--- src/rtl/rdbm_pkg.sv ---
package rdbm_pkg;
  localparam int LANES = 4;
  localparam int IDX_W = $clog2(LANES);

  typedef enum logic [1:0] {
    SWP_ABCD = 2'b00,
    SWP_DCBA = 2'b01,
    SWP_CDAB = 2'b10,
    SWP_BADC = 2'b11
  } swap_e;

  // Each permutation is the natural (A first) order with the position index
  // XOR-ed by a per-mode key; lane index 3 is byte A, lane 0 is byte D.
  function automatic logic [IDX_W-1:0] swap_key(swap_e m);
    case (m)
      SWP_ABCD: swap_key = 2'd0;
      SWP_DCBA: swap_key = 2'd3;
      SWP_CDAB: swap_key = 2'd2;
      default:  swap_key = 2'd1;
    endcase
  endfunction

  function automatic logic [IDX_W-1:0] lane_of(swap_e m, logic [IDX_W-1:0] pos);
    lane_of = 2'd3 ^ pos ^ swap_key(m);
  endfunction
endpackage

--- src/rtl/rdbm_rst_sync.sv ---
module rdbm_rst_sync #(
  parameter int STAGES = 2
) (
  input  logic clk,
  input  logic arst_n,
  output logic srst_n
);
  logic [STAGES-1:0] sh_q;

  always_ff @(posedge clk or negedge arst_n) begin
    if (!arst_n) sh_q <= '0;
    else         sh_q <= {sh_q[STAGES-2:0], 1'b1};
  end

  assign srst_n = sh_q[STAGES-1];
endmodule

--- src/rtl/rdbm_ctrl.sv ---
module rdbm_ctrl
  import rdbm_pkg::*;
#(
  parameter int ENTRY_W = 36
) (
  input  logic               clk,
  input  logic               rst_n,
  input  logic               rd_en,
  input  logic               fifo_empty,
  input  logic [ENTRY_W-1:0] fifo_data,
  input  logic [1:0]         swap_sel,
  input  logic               size_byte,
  output logic               fifo_pop,
  output logic               port_avail,
  output logic               fire,
  output logic [ENTRY_W-1:0] sel_entry,
  output swap_e              sel_mode,
  output logic               sel_byte,
  output logic [IDX_W-1:0]   sel_idx
);
  localparam logic [IDX_W-1:0] LAST_BYTE = IDX_W'(LANES - 1);
  localparam logic [IDX_W-1:0] LAST_WORD = IDX_W'(LANES / 2 - 1);

  logic               held_q, held_d;
  logic [IDX_W-1:0]   cnt_q, cnt_d;
  logic [ENTRY_W-1:0] hold_q;
  swap_e              mode_q;
  logic               byte_q;
  logic               load;
  logic [IDX_W-1:0]   last_idx;

  always_comb begin
    port_avail = held_q | ~fifo_empty;
    fire       = rd_en & port_avail;
    load       = fire & ~held_q;
    fifo_pop   = load;

    sel_entry  = load ? fifo_data         : hold_q;
    sel_mode   = load ? swap_e'(swap_sel) : mode_q;
    sel_byte   = load ? size_byte         : byte_q;
    sel_idx    = load ? '0                : cnt_q;
    last_idx   = byte_q ? LAST_BYTE : LAST_WORD;

    held_d = held_q;
    cnt_d  = cnt_q;
    if (load) begin
      held_d = 1'b1;
      cnt_d  = IDX_W'(1);
    end else if (fire) begin
      if (cnt_q == last_idx) begin
        held_d = 1'b0;
        cnt_d  = '0;
      end else begin
        cnt_d  = cnt_q + IDX_W'(1);
      end
    end
  end

  always_ff @(posedge clk or negedge rst_n) begin
    if (!rst_n) begin
      held_q <= 1'b0;
      cnt_q  <= '0;
    end else begin
      held_q <= held_d;
      cnt_q  <= cnt_d;
    end
  end

  always_ff @(posedge clk or negedge rst_n) begin
    if (!rst_n) begin
      hold_q <= '0;
      mode_q <= SWP_ABCD;
      byte_q <= 1'b0;
    end else if (load) begin
      hold_q <= fifo_data;
      mode_q <= swap_e'(swap_sel);
      byte_q <= size_byte;
    end
  end
endmodule

--- src/rtl/rdbm_swizzle.sv ---
module rdbm_swizzle
  import rdbm_pkg::*;
#(
  parameter int BYTE_W = 9,
  localparam int ENTRY_W = LANES * BYTE_W,
  localparam int PORT_W  = 2 * BYTE_W
) (
  input  logic [ENTRY_W-1:0] entry,
  input  swap_e              mode,
  input  logic               is_byte,
  input  logic [IDX_W-1:0]   idx,
  output logic [PORT_W-1:0]  piece
);
  // out lane 0 = low half of the port, out lane 1 = high half
  for (genvar g = 0; g < 2; g++) begin : g_out
    logic [IDX_W-1:0]  pos;
    logic [IDX_W-1:0]  lane;
    logic [BYTE_W-1:0] val;

    always_comb begin
      if (g == 0) pos = is_byte ? idx : {idx[0], 1'b1};
      else        pos = {idx[0], 1'b0};
      lane = lane_of(mode, pos);
      val  = '0;
      for (int i = 0; i < LANES; i++) begin
        if (lane == IDX_W'(i)) val = entry[i*BYTE_W +: BYTE_W];
      end
    end

    assign piece[g*BYTE_W +: BYTE_W] = val;
  end
endmodule

--- src/rtl/rdbm_outreg.sv ---
module rdbm_outreg #(
  parameter int BYTE_W = 9,
  localparam int PORT_W = 2 * BYTE_W
) (
  input  logic              clk,
  input  logic              rst_n,
  input  logic              fire,
  input  logic              is_byte,
  input  logic [PORT_W-1:0] piece,
  output logic [PORT_W-1:0] rd_data
);
  for (genvar g = 0; g < 2; g++) begin : g_lane
    logic              en;
    logic [BYTE_W-1:0] q;

    // the high lane only loads on word-width pieces
    assign en = fire & ((g == 0) | ~is_byte);

    always_ff @(posedge clk or negedge rst_n) begin
      if (!rst_n)  q <= '0;
      else if (en) q <= piece[g*BYTE_W +: BYTE_W];
    end

    assign rd_data[g*BYTE_W +: BYTE_W] = q;
  end
endmodule

--- src/rtl/rdbm_top.sv ---
module rdbm_top
  import rdbm_pkg::*;
#(
  parameter int BYTE_W     = 9,
  parameter int SYNC_STAGE = 2,
  localparam int ENTRY_W = LANES * BYTE_W,
  localparam int PORT_W  = 2 * BYTE_W
) (
  input  logic               clk,
  input  logic               rst_n,
  input  logic               fifo_empty,
  input  logic [ENTRY_W-1:0] fifo_data,
  output logic               fifo_pop,
  input  logic               size_byte,
  input  logic [1:0]         swap_sel,
  input  logic               rd_en,
  output logic [PORT_W-1:0]  rd_data,
  output logic               port_avail
);
  logic               rst_sync_n;
  logic               fire;
  logic [ENTRY_W-1:0] sel_entry;
  swap_e              sel_mode;
  logic               sel_byte;
  logic [IDX_W-1:0]   sel_idx;
  logic [PORT_W-1:0]  piece;

  rdbm_rst_sync #(.STAGES(SYNC_STAGE)) u_rst (
    .clk    (clk),
    .arst_n (rst_n),
    .srst_n (rst_sync_n)
  );

  rdbm_ctrl #(.ENTRY_W(ENTRY_W)) u_ctrl (
    .clk        (clk),
    .rst_n      (rst_sync_n),
    .rd_en      (rd_en),
    .fifo_empty (fifo_empty),
    .fifo_data  (fifo_data),
    .swap_sel   (swap_sel),
    .size_byte  (size_byte),
    .fifo_pop   (fifo_pop),
    .port_avail (port_avail),
    .fire       (fire),
    .sel_entry  (sel_entry),
    .sel_mode   (sel_mode),
    .sel_byte   (sel_byte),
    .sel_idx    (sel_idx)
  );

  rdbm_swizzle #(.BYTE_W(BYTE_W)) u_swz (
    .entry   (sel_entry),
    .mode    (sel_mode),
    .is_byte (sel_byte),
    .idx     (sel_idx),
    .piece   (piece)
  );

  rdbm_outreg #(.BYTE_W(BYTE_W)) u_out (
    .clk     (clk),
    .rst_n   (rst_sync_n),
    .fire    (fire),
    .is_byte (sel_byte),
    .piece   (piece),
    .rd_data (rd_data)
  );
endmodule

--- config.mk ---
export PLATFORM = sky130hd
export DESIGN_NAME = rdbm_top
export DESIGN_NICKNAME = d
export VERILOG_FILES = /design/src/rtl/rdbm_pkg.sv /design/src/rtl/rdbm_rst_sync.sv /design/src/rtl/rdbm_ctrl.sv /design/src/rtl/rdbm_swizzle.sv /design/src/rtl/rdbm_outreg.sv /design/src/rtl/rdbm_top.sv
export SDC_FILE = /design/constraint.sdc
export NUM_CORES = 1
export LEC_CHECK = 0
export ABC_CLOCK_PERIOD_IN_PS = 3600
export BUFFER_PORTS_ARGS = -buffer_cell sky130_fd_sc_hd__buf_2
export CORE_UTILIZATION = 60
export CTS_CLUSTER_SIZE = 8
export DETAILED_ROUTE_END_ITERATION = 12
export PLACE_DENSITY = 0.85
export SETUP_SLACK_MARGIN = 0.02
export SYNTH_ARGS = -nofsm -noshare
export SYNTH_HDL_FRONTEND = slang
export SYNTH_SLANG_ARGS = --single-unit
--- constraint.sdc ---
create_clock -name clk -period 3.6 [get_ports clk]
set_clock_uncertainty 0.05 [all_clocks]
set_input_delay 0.18 -clock clk [delete_from_list [all_inputs] [get_ports clk]]
set_output_delay 0.18 -clock clk [all_outputs]
set_load 0.01 [all_outputs]
==> key figures <==
STA
  – Fin Setup TNS: 0 ps
  – Max-slew headroom: 27.1%
  – RSZ-0062 raised after global routing: false
  – Fin. max-slew vios: 0
  – Actual slew at the worst max-slew pin: 1090 ps
  – # setup viols final: 0
  – Hold Fails Final Rpt: 0
  – Final worst path period share: 84.5%
  – Fin crit period: ~3000 ps
  – Fmax: 329 MHz

Clocking
  – Post-CTS setup buffer count: 0
  – CTS clk-pin slew, worst paths: 70 ps
  – H-Tree Level Count: 3
  – CTS sink cnt: 62
  – Clock buffer count from CTS: 9
  – Clock latency on the worst-skew pair: 350 ps
  – CTS max path bufs: 2
  – Clock Tree Root: clkbuf_8
  – Post-cts sizing count: 0
  – Hold Buf Count CTS: 1
  – TritonCTS clock tree: done

Layout
  – Layout cells sized above 1: a little over a quarter
  – Sequential cell area: 1550 µm²
  – Final core occ: 74.7%
  – Area Growth Syn to Fin: 17.9%
  – Fill cells: 407
  – N_diodes: 0
  – Final non-filler cell total: 525
  – Final nets: 491
  – Multi-input gate area: 1790 µm²

Status
  – Status: completed

Synthesis
  – Mapped Nets: 427
  – Area share of the largest cell type after synthesis: 43.9%
  – Synthesis-stage register bit count: 62
  – Most frequent cell after synthesis: nand2_1
  – Synth top cells by count: 82 x nand2_1, 62 x dfrtp_1, 38 x mux2i_1
  – Post-synth top area cell: dfrtp_1
  – Syn avg cell area: 9.20 µm²
  – Sequential area share after synthesis: 43.9%
  – Synth cell types: 51
  – Yosys warns: 0
  – Share of synthesized registers carrying an async set or reset: 100%
  – Synth area leaders: dfrtp_1 44%, mux2i_1 11%, nand2_1 8.7%
  – EDFF count, synth: 0
  – Mapped Area: 3530 µm²
  – Cells after Synth: 384
  – Top_reg_cell synth: dfrtp_1

Worst setup path
  – Crit path max fanout: 20
  – Critical Path End Type: flop
  – CP Class: flop to flop
  – CP arrival: about 3200 ps
  – Worst r2r path cells: 6
  – R2r startpoint: u_ctrl.held_q
  – Setup crit start kind: flop
  – FF-to-FF setup slack: 560 ps
  – Reg2Reg Capture Point: u_out.g_lane[0].q[5]
  – Crit path from: u_ctrl.held_q
  – CP required: between 3000 and 4000 ps

Detailed routing
  – Post-route ant nets: 0
  – Routed len/inst: 17.8 µm
  – DRT Pass-1 Iters: 5
  – DRT iter0 DRCs: 466
  – DRT Wirelength: 9360 µm
  – Post-route DRC: 0
  – Vias per cell: 6.19
  – Routed via count: 3249

Global routing
  – Vias in the first global route: 3293
  – Gr ovfl total: 0
  – Initial antenna violation count: 0
  – GRT Total Usage: 33.7%
  – First-pass GRT wire length: between 15000 and 20000 µm
  – Largest net degree at the start of global routing: a little over 50

Power
  – Internal Power: 2390 µW
  – P_sw: 1810 µW
  – Pwr Total: 4200 µW
  – Sequential power share: 29.1%
  – Power share of the clock group: 16.7%
  – Logic pwr share: about 54%
  – Pleak: between 0.002 and 0.0025 µW
  – Sw frac: 43.1%
  – Max VDD drop: about 0.55 mV
  – PwrDens: around 1000 nW/µm²

Hold path
  – Hold_sp: fifo_data[27]
  – Worst hold-check path type: primary input to flop
  – WHS Endpoint: u_ctrl.hold_q[27]
  – Hold depth: 3

Floorplan
  – Core footprint: 5570 µm²
  – Num rows: 27
  – Height of the die: 78.7 µm
  – Die area: 6200 µm²
  – Die width: approximately 80 µm
  – Initial Util: 63.4%
  – I/O pin total: 63

Place
  – Placed wire-length estimate: 6390 µm
  – Dpl cells: 508
  – Port Buffers: 62
  – GPL Wtd Cong: 0.877

Flow run
  – MaxCap Viol Count: 0
-- per-stage QoR --
step / hold WS [ps] / cell area [µm²] / setup slack (ps)
6_report: 27.5 / 4160 / 557
5_1_grt: 32.6 / 4160 / 445
4_1_cts: 20.7 / 4160 / 620
3_5_place_dp: -83.1 / 3930 / 641
3_3_place_gp: -85.4 / 3930 / 702
2_1_floorplan: -166 / 3530 / 1370
-- cell type report --
cell class | instances | area share [%]
multi-input cells | 276 | 43.1
well taps | 72 | 2.16
flip-flops and latches | 62 | 37.3
repair buffers | 76 | 10.0
inverters | 23 | 2.07
clock inverters | 6 | 2.04
clock buffers | 10 | 3.31
-- cells in the final DEF (no fill, tap or decap), types with 2 or more instances in the layout --
| master | n |
|---|---|
| xnor2_1 | 2 |
| mux2_2 | 7 |
| o211ai_1 | 7 |
| o22a_1 | 6 |
| bufinv_16 | 2 |
| a21oi_1 | 2 |
| or3_1 | 15 |
| nor2_1 | 24 |
| o21ai_0 | 14 |
| nor2_2 | 2 |
| o221ai_1 | 8 |
| clkinvlp_4 | 2 |
| buf_4 | 13 |
| nand3_1 | 7 |
| nand3b_1 | 2 |
| xor2_1 | 3 |
| a21boi_0 | 2 |
| or2_2 | 5 |
| o21ai_1 | 2 |
| nand2_1 | 82 |
| o221a_2 | 5 |
| clkbuf_8 | 10 |
| mux2i_1 | 38 |
| dfrtp_1 | 61 |
| inv_2 | 2 |
| a31oi_1 | 10 |
| o2111ai_1 | 2 |
| buf_2 | 62 |
| clkinv_2 | 2 |
| a32oi_1 | 6 |
| inv_1 | 20 |
| o221a_1 | 3 |
| o32a_1 | 2 |
| a41oi_1 | 2 |
-- kinds of logic after synthesis --
logic type	Yosys count	share of synthesized area [%]
other	1	0.106
multiplexers	47	14.1
flip-flops	62	43.9
XOR/XNOR	5	1.24
buffers and inverters	46	5.28
AO/OA/AOI/OAI	78	17.2
AND/OR/NAND/NOR	145	18.2
-- flip-flops by register name, summed over array words and instances, names as in the netlist --
name and flops:
u_ctrl.hold_q 36, u_out.g_lane.q 18, u_ctrl.cnt_q 2, u_ctrl.mode_q 2, u_rst.sh_q 2, u_ctrl.byte_q 1
u_ctrl.held_q 1
-- worst max-delay path by stage --
stage	endpoint	slack [ps]	cells after the start
after floorplan	u_out.g_lane[0].q[1]	1370	7
after global placement	u_out.g_lane[0].q[5]	700	6
after detailed placement	u_out.g_lane[0].q[5]	640	6
after CTS	u_out.g_lane[0].q[5]	620	6
after global routing	u_out.g_lane[0].q[0]	440	7
final	u_out.g_lane[0].q[5]	560	6
-- layer usage --
metal / up-vias / global-route usage, % / part of all wire [%]
met4: 0 / 17.0 / 3.3
met1: 1529 / 42.2 / 40
li1: 1489 / - / -
met3: 42 / 7.82 / 8.7
met2: 189 / 54.6 / 48
met5: - / 0 / 0
-- critical path, stage by stage, from the launching register on --
cell and delay, ps:
dfrtp_1 450, or3b_2 750, mux2i_4 450, o211ai_1 260, o2bb2ai_2 340, nand2_1 290, o221a_2 330
-- power by group through the flow --
stage | Sequential (µW) | Combinational [µW] | Clock (µW)
floorplan | 1230 | 1580 | 0
global placement | 1220 | 2140 | 0
detailed placement | 1230 | 2220 | 0
CTS | 1220 | 2230 | 699
global route | 1260 | 2470 | 726
finish | 1220 | 2280 | 699
No activity file was read; power rests on OpenSTA's default activity.
